==> config.mk <==
export PLATFORM = sky130hd
export DESIGN_NAME = timer_if_top
export DESIGN_NICKNAME = d
export VERILOG_FILES = /design/src/rtl/timer_if_pkg.sv /design/src/rtl/timer_if_ctrl.sv /design/src/rtl/timer_if_chan.sv /design/src/rtl/timer_if_datapath.sv /design/src/rtl/timer_if_top.sv
export SDC_FILE = /design/constraint.sdc
export NUM_CORES = 1
export LEC_CHECK = 0
export BUFFER_PORTS_ARGS = -buffer_cell sky130_fd_sc_hd__buf_2
export CAP_MARGIN = 20
export CELL_PAD_IN_SITES_DETAIL_PLACEMENT = 2
export CELL_PAD_IN_SITES_GLOBAL_PLACEMENT = 2
export CORE_MARGIN = 2
export CORE_UTILIZATION = 35
export DETAILED_ROUTE_END_ITERATION = 8
export GPL_TIMING_DRIVEN = 0
export MAX_ROUTING_LAYER = met4
export PLACE_DENSITY = 0.91
export SYNTH_ARGS = -nofsm -noshare
export SYNTH_HDL_FRONTEND = slang
export SYNTH_HIERARCHICAL = 1
export SYNTH_SLANG_ARGS = --single-unit
export TNS_END_PERCENT = 1
==> constraint.sdc <==
create_clock -name clk -period 2.6 [get_ports clk]
set_input_delay 0.52 -clock clk [delete_from_list [all_inputs] [get_ports clk]]
set_output_delay 0.52 -clock clk [all_outputs]
set_load 0.01 [all_outputs]
==> src/rtl/timer_if_pkg.sv <==
package timer_if_pkg;

  localparam int NUM_CH     = 3;
  localparam int BYTE_W     = 8;
  localparam int COUNT_W    = 16;
  localparam int ADDR_W     = 2;

  // access field codes
  localparam logic [1:0] ACC_SNAP = 2'd0;
  localparam logic [1:0] ACC_LO   = 2'd1;
  localparam logic [1:0] ACC_HI   = 2'd2;
  localparam logic [1:0] ACC_WORD = 2'd3;

  typedef enum logic [1:0] {
    SQ_LO  = 2'd0,
    SQ_HI  = 2'd1,
    SQ_WLO = 2'd2,
    SQ_WHI = 2'd3
  } byteSeq_t;

  // snapshot state codes equal the access code that armed them
  typedef enum logic [1:0] {
    SN_NONE = 2'd0,
    SN_LO   = 2'd1,
    SN_HI   = 2'd2,
    SN_WORD = 2'd3
  } snapState_t;

  typedef struct packed {
    logic cfgWr;
    logic cntSnap;
    logic statSnap;
    logic dataWr;
    logic dataRd;
  } chanStrobe_t;

  function automatic byteSeq_t seqFromAcc(input logic [1:0] acc);
    case (acc)
      ACC_LO:  seqFromAcc = SQ_LO;
      ACC_HI:  seqFromAcc = SQ_HI;
      default: seqFromAcc = SQ_WLO;
    endcase
  endfunction

endpackage

==> src/rtl/timer_if_ctrl.sv <==
module timer_if_ctrl
  import timer_if_pkg::*;
#(
  parameter int NCH = NUM_CH,
  parameter int DW  = BYTE_W
) (
  input  logic                    clk,
  input  logic                    rstN,
  input  logic [ADDR_W-1:0]       addr,
  input  logic [DW-1:1]           cmdBits,
  input  logic                    wrEn,
  input  logic                    rdEn,
  input  logic [NCH-1:0][DW-1:0]  chanByte,
  output chanStrobe_t [NCH-1:0]   strb,
  output logic [DW-1:0]           rdData
);

  localparam logic [ADDR_W-1:0] CMD_ADDR = '1;
  localparam logic [1:0]        CH_CAPTURE = 2'd3;

  logic       isCmd;
  logic [1:0] chField;
  logic [1:0] accField;
  logic       isCapture;
  logic [NCH-1:0] rdVec;

  assign isCmd     = wrEn && (addr == CMD_ADDR);
  assign chField   = cmdBits[7:6];
  assign accField  = cmdBits[5:4];
  assign isCapture = (chField == CH_CAPTURE);

  for (genvar i = 0; i < NCH; i++) begin : g_dec
    logic chHit;
    logic capSel;
    assign chHit  = isCmd && !isCapture && (chField == 2'(i));
    assign capSel = isCmd && isCapture && cmdBits[i+1];

    assign strb[i].cfgWr    = chHit && (accField != ACC_SNAP);
    assign strb[i].cntSnap  = (chHit && (accField == ACC_SNAP)) || (capSel && !cmdBits[5]);
    assign strb[i].statSnap = capSel && !cmdBits[4];
    assign strb[i].dataWr   = wrEn && (addr == ADDR_W'(i));
    assign strb[i].dataRd   = rdEn && !wrEn && (addr == ADDR_W'(i));
    assign rdVec[i]         = strb[i].dataRd;
  end

  always_comb begin
    rdData = '0;
    for (int k = 0; k < NCH; k++) begin
      if (addr == ADDR_W'(k)) rdData = chanByte[k];
    end
  end

  // at most one channel consumes a read per cycle
  p_read_onehot_r10: assert property (@(posedge clk) disable iff (!rstN)
    $onehot0(rdVec));

  // command port reads are inert
  p_cmd_read_zero_r12: assert property (@(posedge clk) disable iff (!rstN)
    (rdEn && addr == CMD_ADDR) |-> (rdData == '0 && rdVec == '0));

endmodule

==> src/rtl/timer_if_chan.sv <==
module timer_if_chan
  import timer_if_pkg::*;
#(
  parameter int DW = BYTE_W,
  parameter int CW = COUNT_W
) (
  input  logic          clk,
  input  logic          rstN,
  input  chanStrobe_t   strb,
  input  logic [DW-1:0] wrData,
  input  logic [CW-1:0] liveCount,
  input  logic          outLevel,
  output logic [DW-1:0] rdByte,
  output logic          loadStrobe,
  output logic [CW-1:0] loadValue,
  output logic [2:0]    mode,
  output logic          bcd
);

  logic [1:0]    acc;
  byteSeq_t      wSeq, rSeq;
  logic [DW-1:0] holdByte;
  logic [CW-1:0] snapVal;
  snapState_t    snapSt;
  logic [DW-1:0] statByte;
  logic          statPend;

  always_ff @(posedge clk) begin
    if (!rstN) begin
      acc        <= ACC_WORD;
      mode       <= 3'd3;
      bcd        <= 1'b0;
      wSeq       <= SQ_WLO;
      rSeq       <= SQ_WLO;
      holdByte   <= '0;
      snapVal    <= '0;
      snapSt     <= SN_NONE;
      statByte   <= '0;
      statPend   <= 1'b0;
      loadStrobe <= 1'b0;
      loadValue  <= '0;
    end else begin
      loadStrobe <= 1'b0;

      if (strb.cfgWr) begin
        acc  <= wrData[5:4];
        mode <= wrData[3:1];
        bcd  <= wrData[0];
        wSeq <= seqFromAcc(wrData[5:4]);
        rSeq <= seqFromAcc(wrData[5:4]);
      end

      if (strb.dataWr) begin
        case (wSeq)
          SQ_LO: begin
            loadValue  <= {{(CW-DW){1'b0}}, wrData};
            loadStrobe <= 1'b1;
          end
          SQ_HI: begin
            loadValue  <= {wrData, {(CW-DW){1'b0}}};
            loadStrobe <= 1'b1;
          end
          SQ_WLO: begin
            holdByte <= wrData;
            wSeq     <= SQ_WHI;
          end
          default: begin
            loadValue  <= {wrData, holdByte};
            loadStrobe <= 1'b1;
            wSeq       <= SQ_WLO;
          end
        endcase
      end

      if (strb.cntSnap && snapSt == SN_NONE) begin
        snapVal <= liveCount;
        snapSt  <= snapState_t'(acc);
      end

      if (strb.statSnap && !statPend) begin
        statByte <= {outLevel, 1'b0, acc, mode, bcd};
        statPend <= 1'b1;
      end

      if (strb.dataRd) begin
        if (statPend) begin
          statPend <= 1'b0;
        end else if (snapSt != SN_NONE) begin
          snapSt <= (snapSt == SN_WORD) ? SN_HI : SN_NONE;
        end else begin
          case (rSeq)
            SQ_WLO:  rSeq <= SQ_WHI;
            SQ_WHI:  rSeq <= SQ_WLO;
            default: rSeq <= rSeq;
          endcase
        end
      end
    end
  end

  always_comb begin
    if (statPend)
      rdByte = statByte;
    else if (snapSt == SN_LO || snapSt == SN_WORD)
      rdByte = snapVal[DW-1:0];
    else if (snapSt == SN_HI)
      rdByte = snapVal[CW-1:CW-DW];
    else if (rSeq == SQ_HI || rSeq == SQ_WHI)
      rdByte = liveCount[CW-1:CW-DW];
    else
      rdByte = liveCount[DW-1:0];
  end

  // a load pulse only follows a data write
  p_load_after_write_r3: assert property (@(posedge clk) disable iff (!rstN)
    loadStrobe |-> $past(strb.dataWr));

  // the first byte of a word never loads
  p_word_first_quiet_r4: assert property (@(posedge clk) disable iff (!rstN)
    (strb.dataWr && wSeq == SQ_WLO) |=> !loadStrobe);

  // mode changes only by a configuration word
  p_mode_hold_r2: assert property (@(posedge clk) disable iff (!rstN)
    !strb.cfgWr |=> $stable(mode));

  // a pending count snapshot is frozen
  p_snap_frozen_r7: assert property (@(posedge clk) disable iff (!rstN)
    (snapSt != SN_NONE && !strb.dataRd) |=> $stable(snapVal));

  // a pending status stays until read
  p_status_frozen_r9: assert property (@(posedge clk) disable iff (!rstN)
    (statPend && !strb.dataRd) |=> (statPend && $stable(statByte)));

endmodule

==> src/rtl/timer_if_datapath.sv <==
module timer_if_datapath
  import timer_if_pkg::*;
#(
  parameter int NCH = NUM_CH,
  parameter int DW  = BYTE_W,
  parameter int CW  = COUNT_W
) (
  input  logic                    clk,
  input  logic                    rstN,
  input  chanStrobe_t [NCH-1:0]   strb,
  input  logic [DW-1:0]           wrData,
  input  logic [NCH-1:0][CW-1:0]  liveCount,
  input  logic [NCH-1:0]          outLevel,
  output logic [NCH-1:0][DW-1:0]  chanByte,
  output logic [NCH-1:0]          loadStrobe,
  output logic [NCH-1:0][CW-1:0]  loadValue,
  output logic [NCH-1:0][2:0]     chanMode,
  output logic [NCH-1:0]          chanBcd
);

  for (genvar i = 0; i < NCH; i++) begin : g_ch
    timer_if_chan #(.DW(DW), .CW(CW)) u_chan (
      .clk        (clk),
      .rstN       (rstN),
      .strb       (strb[i]),
      .wrData     (wrData),
      .liveCount  (liveCount[i]),
      .outLevel   (outLevel[i]),
      .rdByte     (chanByte[i]),
      .loadStrobe (loadStrobe[i]),
      .loadValue  (loadValue[i]),
      .mode       (chanMode[i]),
      .bcd        (chanBcd[i])
    );
  end

endmodule

==> src/rtl/timer_if_top.sv <==
module timer_if_top
  import timer_if_pkg::*;
#(
  parameter int NCH = NUM_CH,
  parameter int DW  = BYTE_W,
  parameter int CW  = COUNT_W
) (
  input  logic                   clk,
  input  logic                   rstN,
  input  logic [ADDR_W-1:0]      addr,
  input  logic [DW-1:0]          wrData,
  input  logic                   wrEn,
  input  logic                   rdEn,
  output logic [DW-1:0]          rdData,
  input  logic [NCH-1:0][CW-1:0] liveCount,
  input  logic [NCH-1:0]         outLevel,
  output logic [NCH-1:0]         loadStrobe,
  output logic [NCH-1:0][CW-1:0] loadValue,
  output logic [NCH-1:0][2:0]    chanMode,
  output logic [NCH-1:0]         chanBcd
);

  chanStrobe_t [NCH-1:0]  strb;
  logic [NCH-1:0][DW-1:0] chanByte;

  timer_if_ctrl #(.NCH(NCH), .DW(DW)) u_ctrl (
    .clk      (clk),
    .rstN     (rstN),
    .addr     (addr),
    .cmdBits  (wrData[DW-1:1]),
    .wrEn     (wrEn),
    .rdEn     (rdEn),
    .chanByte (chanByte),
    .strb     (strb),
    .rdData   (rdData)
  );

  timer_if_datapath #(.NCH(NCH), .DW(DW), .CW(CW)) u_dp (
    .clk        (clk),
    .rstN       (rstN),
    .strb       (strb),
    .wrData     (wrData),
    .liveCount  (liveCount),
    .outLevel   (outLevel),
    .chanByte   (chanByte),
    .loadStrobe (loadStrobe),
    .loadValue  (loadValue),
    .chanMode   (chanMode),
    .chanBcd    (chanBcd)
  );

endmodule

==> metrics.csv <==
stage,metric,value,unit
sta,Final Hold Fails,0,
cells_and_area,fin util,44.77,%
detailed_routing,detailed-route DRC error count,0,
synth,Synth area leaders,"dfxtp_1 (41%), nand2_1 (9.6%), mux2i_1 (7.4%)",
global_routing,vias in the first global route,9632,
detailed_routing,Avg Vias per Cell,5.737,
synth,"count leader, synth",nand2_1,
placed_design,RePlAce Congestion,0.7949,
placed_design,IO Port Bufs,133,
status,failing checks,setup timing,
setup_path,worst path cell trace,or2_1 -> buf_6 -> o221ai_2 -> mux2_4 -> mux2i_4 -> o2bb2ai_2 -> buf_2,
floorplanning,Initial Util,35.61,%
hold_path,worst hold path type,input pin to register,
setup_path,Critical Path End Type,output port,
global_routing,GRT overflow,0,
pwr,combinational share of power,11.5,%
detailed_routing,final WL,40400,µm
sta,final period utilization,102.8,%
sta,final setup margin,-0.07368,ns
sta,Slew HR,22.71,%
placed_design,DP Area,10020,µm²
placed_design,total placed cells including tap cells,1454,
setup_path,Worst Setup SP,u_dp/g_ch[0].u_chan/snapSt[1]$_SDFF_PN0_,
cells_and_area,multi-input logic area,5238,µm²
setup_path,Setup CP Type,register to output port,
placed_design,DP HPWL,23060,µm
setup_path,Max Fanout on Critical Path,7,
cells_and_area,"Cell Count, Final, Fillers Out",1492,
sta,Hold WS,0.3297,ns
global_routing,initial antenna violation count,2,
status,status,finished with violations,
detailed_routing,drt pass-1 iters,5,
synth,area share of the largest cell type after synthesis,40.97,%
sta,setup TNS,-0.2782,ns
floorplanning,Rows,58,
synth,"EDFF count, synth",0,
hold_path,hold path startpoint,liveCount[33],
detailed_routing,number of nets with antenna violations after routing,0,
synth,most frequently used flop master after synthesis,dfxtp_1,
cells_and_area,Seq. cell area,3689,µm²
cells_and_area,Area growth syn-to-layout,25.73,%
sta,crit path time final,2.674,ns
global_routing,first-pass GRT wire length,60340,µm
cells_and_area,layout cells sized above 1,31.12,%
cells_and_area,# fillers,2681,
setup_path,largest stage delay on the critical path,0.39,ns
floorplanning,Die ar.,26840,µm²
pwr,Leakage,4.028,nW
clock_network,hold_buf cts,0,
pwr,Max rail drop VDD,0.0003314,V
flow_run,Max Cap Viol,0,
synth,Yosys cell types,52,
setup_path,"Req. time, crit path",2.08,ns
sta,endpoints failing setup,5,
sta,Final Max Slew Viols,0,
pwr,pwr/cell area,559.9,nW/µm²
cells_and_area,Layout Cell Area excl Fill,11240,µm²
sta,Slew @ Worst Pin,1.143,ns
pwr,Clock Power Share,42.9,%
synth,Synth Area per Inst,9.022,µm²
detailed_routing,First DRT Iteration DRCs,507,
clock_network,Clock Pin Slew Worst Setup and Hold Paths,0.08,ns
floorplanning,core area,25110,µm²
clock_network,CTS Buf Count,17,
sta,Worst Clk Skew,0.01862,ns
clock_network,Max clock buf depth,2,
synth,Post-Synthesis Cell Area,8941,µm²
detailed_routing,WL/cell,27.08,µm
clock_network,Sink Count,183,
floorplanning,Chip Height,163.8,µm
clock_network,clk_lat worst skew,0.45,ns
global_routing,Global Route Usage Sum,30.96,%
pwr,switching share of power,28.24,%
floorplanning,io pins,136,
sta,RSZ-0062 raised after global routing,yes,
synth,post-synthesis sequential area ratio,40.97,%
clock_network,CTS tree,yes,
setup_path,worst path bufs/invs,2,
synth,Mapped Cells,991,
pwr,internal power,4.517,mW
detailed_routing,via count,8560,
pwr,sw power,1.777,mW
floorplanning,chip width,163.8,µm
setup_path,"Arr. time, crit path",2.15,ns
clock_network,clock root cell,clkbuf_16,
pwr,share of power burned in registers,45.5,%
synth,"Async S/R FF share, synth",0,%
setup_path,CP top delay family,compound AO/OA/AOI/OAI gates,
global_routing,largest net degree at the start of global routing,21,
synth,syn_nets,1059,
cells_and_area,final net count,1215,
synth,Synth warnings,6,
synth,Post-synth top cells,"nand2_1 (228), dfxtp_1 (183), mux2i_1 (66)",
setup_path,crit start category,register,
clock_network,CTS HTree Levels,4,
setup_path,Critical-path top delay cell,dfxtp_4,
synth,Synth Register Bits,183,
sta,fmax,374.0,MHz
synth,Synth area leader,dfxtp_1,
setup_path,Reg2Reg Launch Point,u_dp/g_ch[1].u_chan/statPend$_SDFF_PN0_,
[through the flow]
step	worst slack [ns]	power [mW]
after detailed placement	-0.1641	3.504
final	-0.07368	6.294
after global routing	-0.09677	6.474
after global placement	-0.06584	3.477
after floorplan	0.6022	3.235
after CTS	-0.01518	6.260
[timing repair]
action                     CTS  global route
buffers inserted             4             0
resized for setup          100            26
setup endpoints to repair    8             8
pin swaps                    5             3
[routing by layer]
metal	track usage [%]	wire [µm]
met2	53.15	20510
met3	5.354	1789
met5	-	0
met4	14.51	1727
met1	35.09	16370
[worst paths after layout]
check                                                 end  slack, ns  depth (start not counted)
min           u_dp/g_ch[2].u_chan/snapVal[1]$_SDFFE_PN0N_       0.33                          3
min reg2reg   u_dp/g_ch[1].u_chan/snapVal[0]$_SDFFE_PN0N_       0.46                          2
max reg2reg  u_dp/g_ch[1].u_chan/statByte[3]$_SDFFE_PN0P_       0.76                          4
max                                             rdData[1]      -0.07                          7
[power groups by stage]
stage                     clock, mW  sequential, mW  combinational, mW
after floorplan                   0            2.92              0.312
after global placement            0            2.93              0.551
after detailed placement          0            2.93              0.574
after CTS                      2.72            2.86              0.678
after global routing           2.85            2.87              0.754
final                          2.70            2.87              0.726
[cells by family (layout without fill, tap and decap cells)]
| group | Yosys count | count (layout) | synth area share (%) |
|---|---|---|---|
| AOI/OAI and AO/OA | 246 | 246 | 21.17 |
| adders and majority gates | 3 | 3 | 0.4199 |
| buffers and inverters | 90 | 259 | 5.360 |
| DFF | 183 | 183 | 40.97 |
| muxes | 87 | 87 | 10.03 |
| other | 0 | 2 | 0 |
| and+or+nand+nor | 382 | 382 | 22.04 |
[registers in the layout (all words and copies together) (netlist names)]
signal	flops
u_dp/g_ch.u_chan/snapVal	48
u_dp/g_ch.u_chan/holdByte	24
u_dp/g_ch.u_chan/wSeq	6
u_dp/g_ch.u_chan/statByte	21
u_dp/g_ch.u_chan/loadStrobe	3
u_dp/g_ch.u_chan/acc	6
u_dp/g_ch.u_chan/statPend	3
u_dp/g_ch.u_chan/mode	9
u_dp/g_ch.u_chan/rSeq	6
u_dp/g_ch.u_chan/bcd	3
u_dp/g_ch.u_chan/loadValue	48
u_dp/g_ch.u_chan/snapSt	6
[cell usage in the layout (no fill, tap or decap), types with 4 or more instances in the layout]
cell type,Yosys,final
and2_1,8,8
nor2_1,11,10
nand2_2,21,21
a211oi_1,4,4
mux2i_4,0,10
o2bb2ai_2,0,6
mux2_2,21,8
nand3b_1,9,9
a21boi_1,34,34
dfxtp_4,0,5
o221ai_4,0,5
buf_12,3,7
clkbuf_16,0,17
inv_6,0,5
mux2_4,0,13
nand4b_1,6,6
nand3_1,12,12
inv_1,17,17
a21boi_0,45,45
dfxtp_2,0,5
nor2b_1,37,37
nand2_1,228,228
nand2_4,9,9
or2_1,5,5
dfxtp_1,183,173
o21ai_0,36,36
a21boi_2,30,30
nand2b_1,9,9
mux2i_2,0,5
o221ai_2,0,16
buf_4,12,16
mux2i_1,66,51
a22oi_1,24,24
o22ai_1,24,24
a21oi_1,6,6
buf_2,20,142
clkbuf_1,34,31
buf_6,3,7
[tightest hold or removal path, delay by kind of cell]
kind                   cells  cell delay (ns)
AO/OA/AOI/OAI              1             0.05
buffers and inverters      1             0.11
AND/OR/NAND/NOR            1             0.05
[cell type report]
type / instances / share of cell area, %
repair buffers: 137 / 6.344
inverters: 18 / 0.6010
well taps: 330 / 3.673
diodes: 2 / 0.04452
plain buffers: 72 / 4.663
flip-flops and latches: 183 / 32.81
multi-input cells: 718 / 46.59
clock inverters: 14 / 1.369
clock buffers: 18 / 3.907
Power figures use the tool's default switching activity.
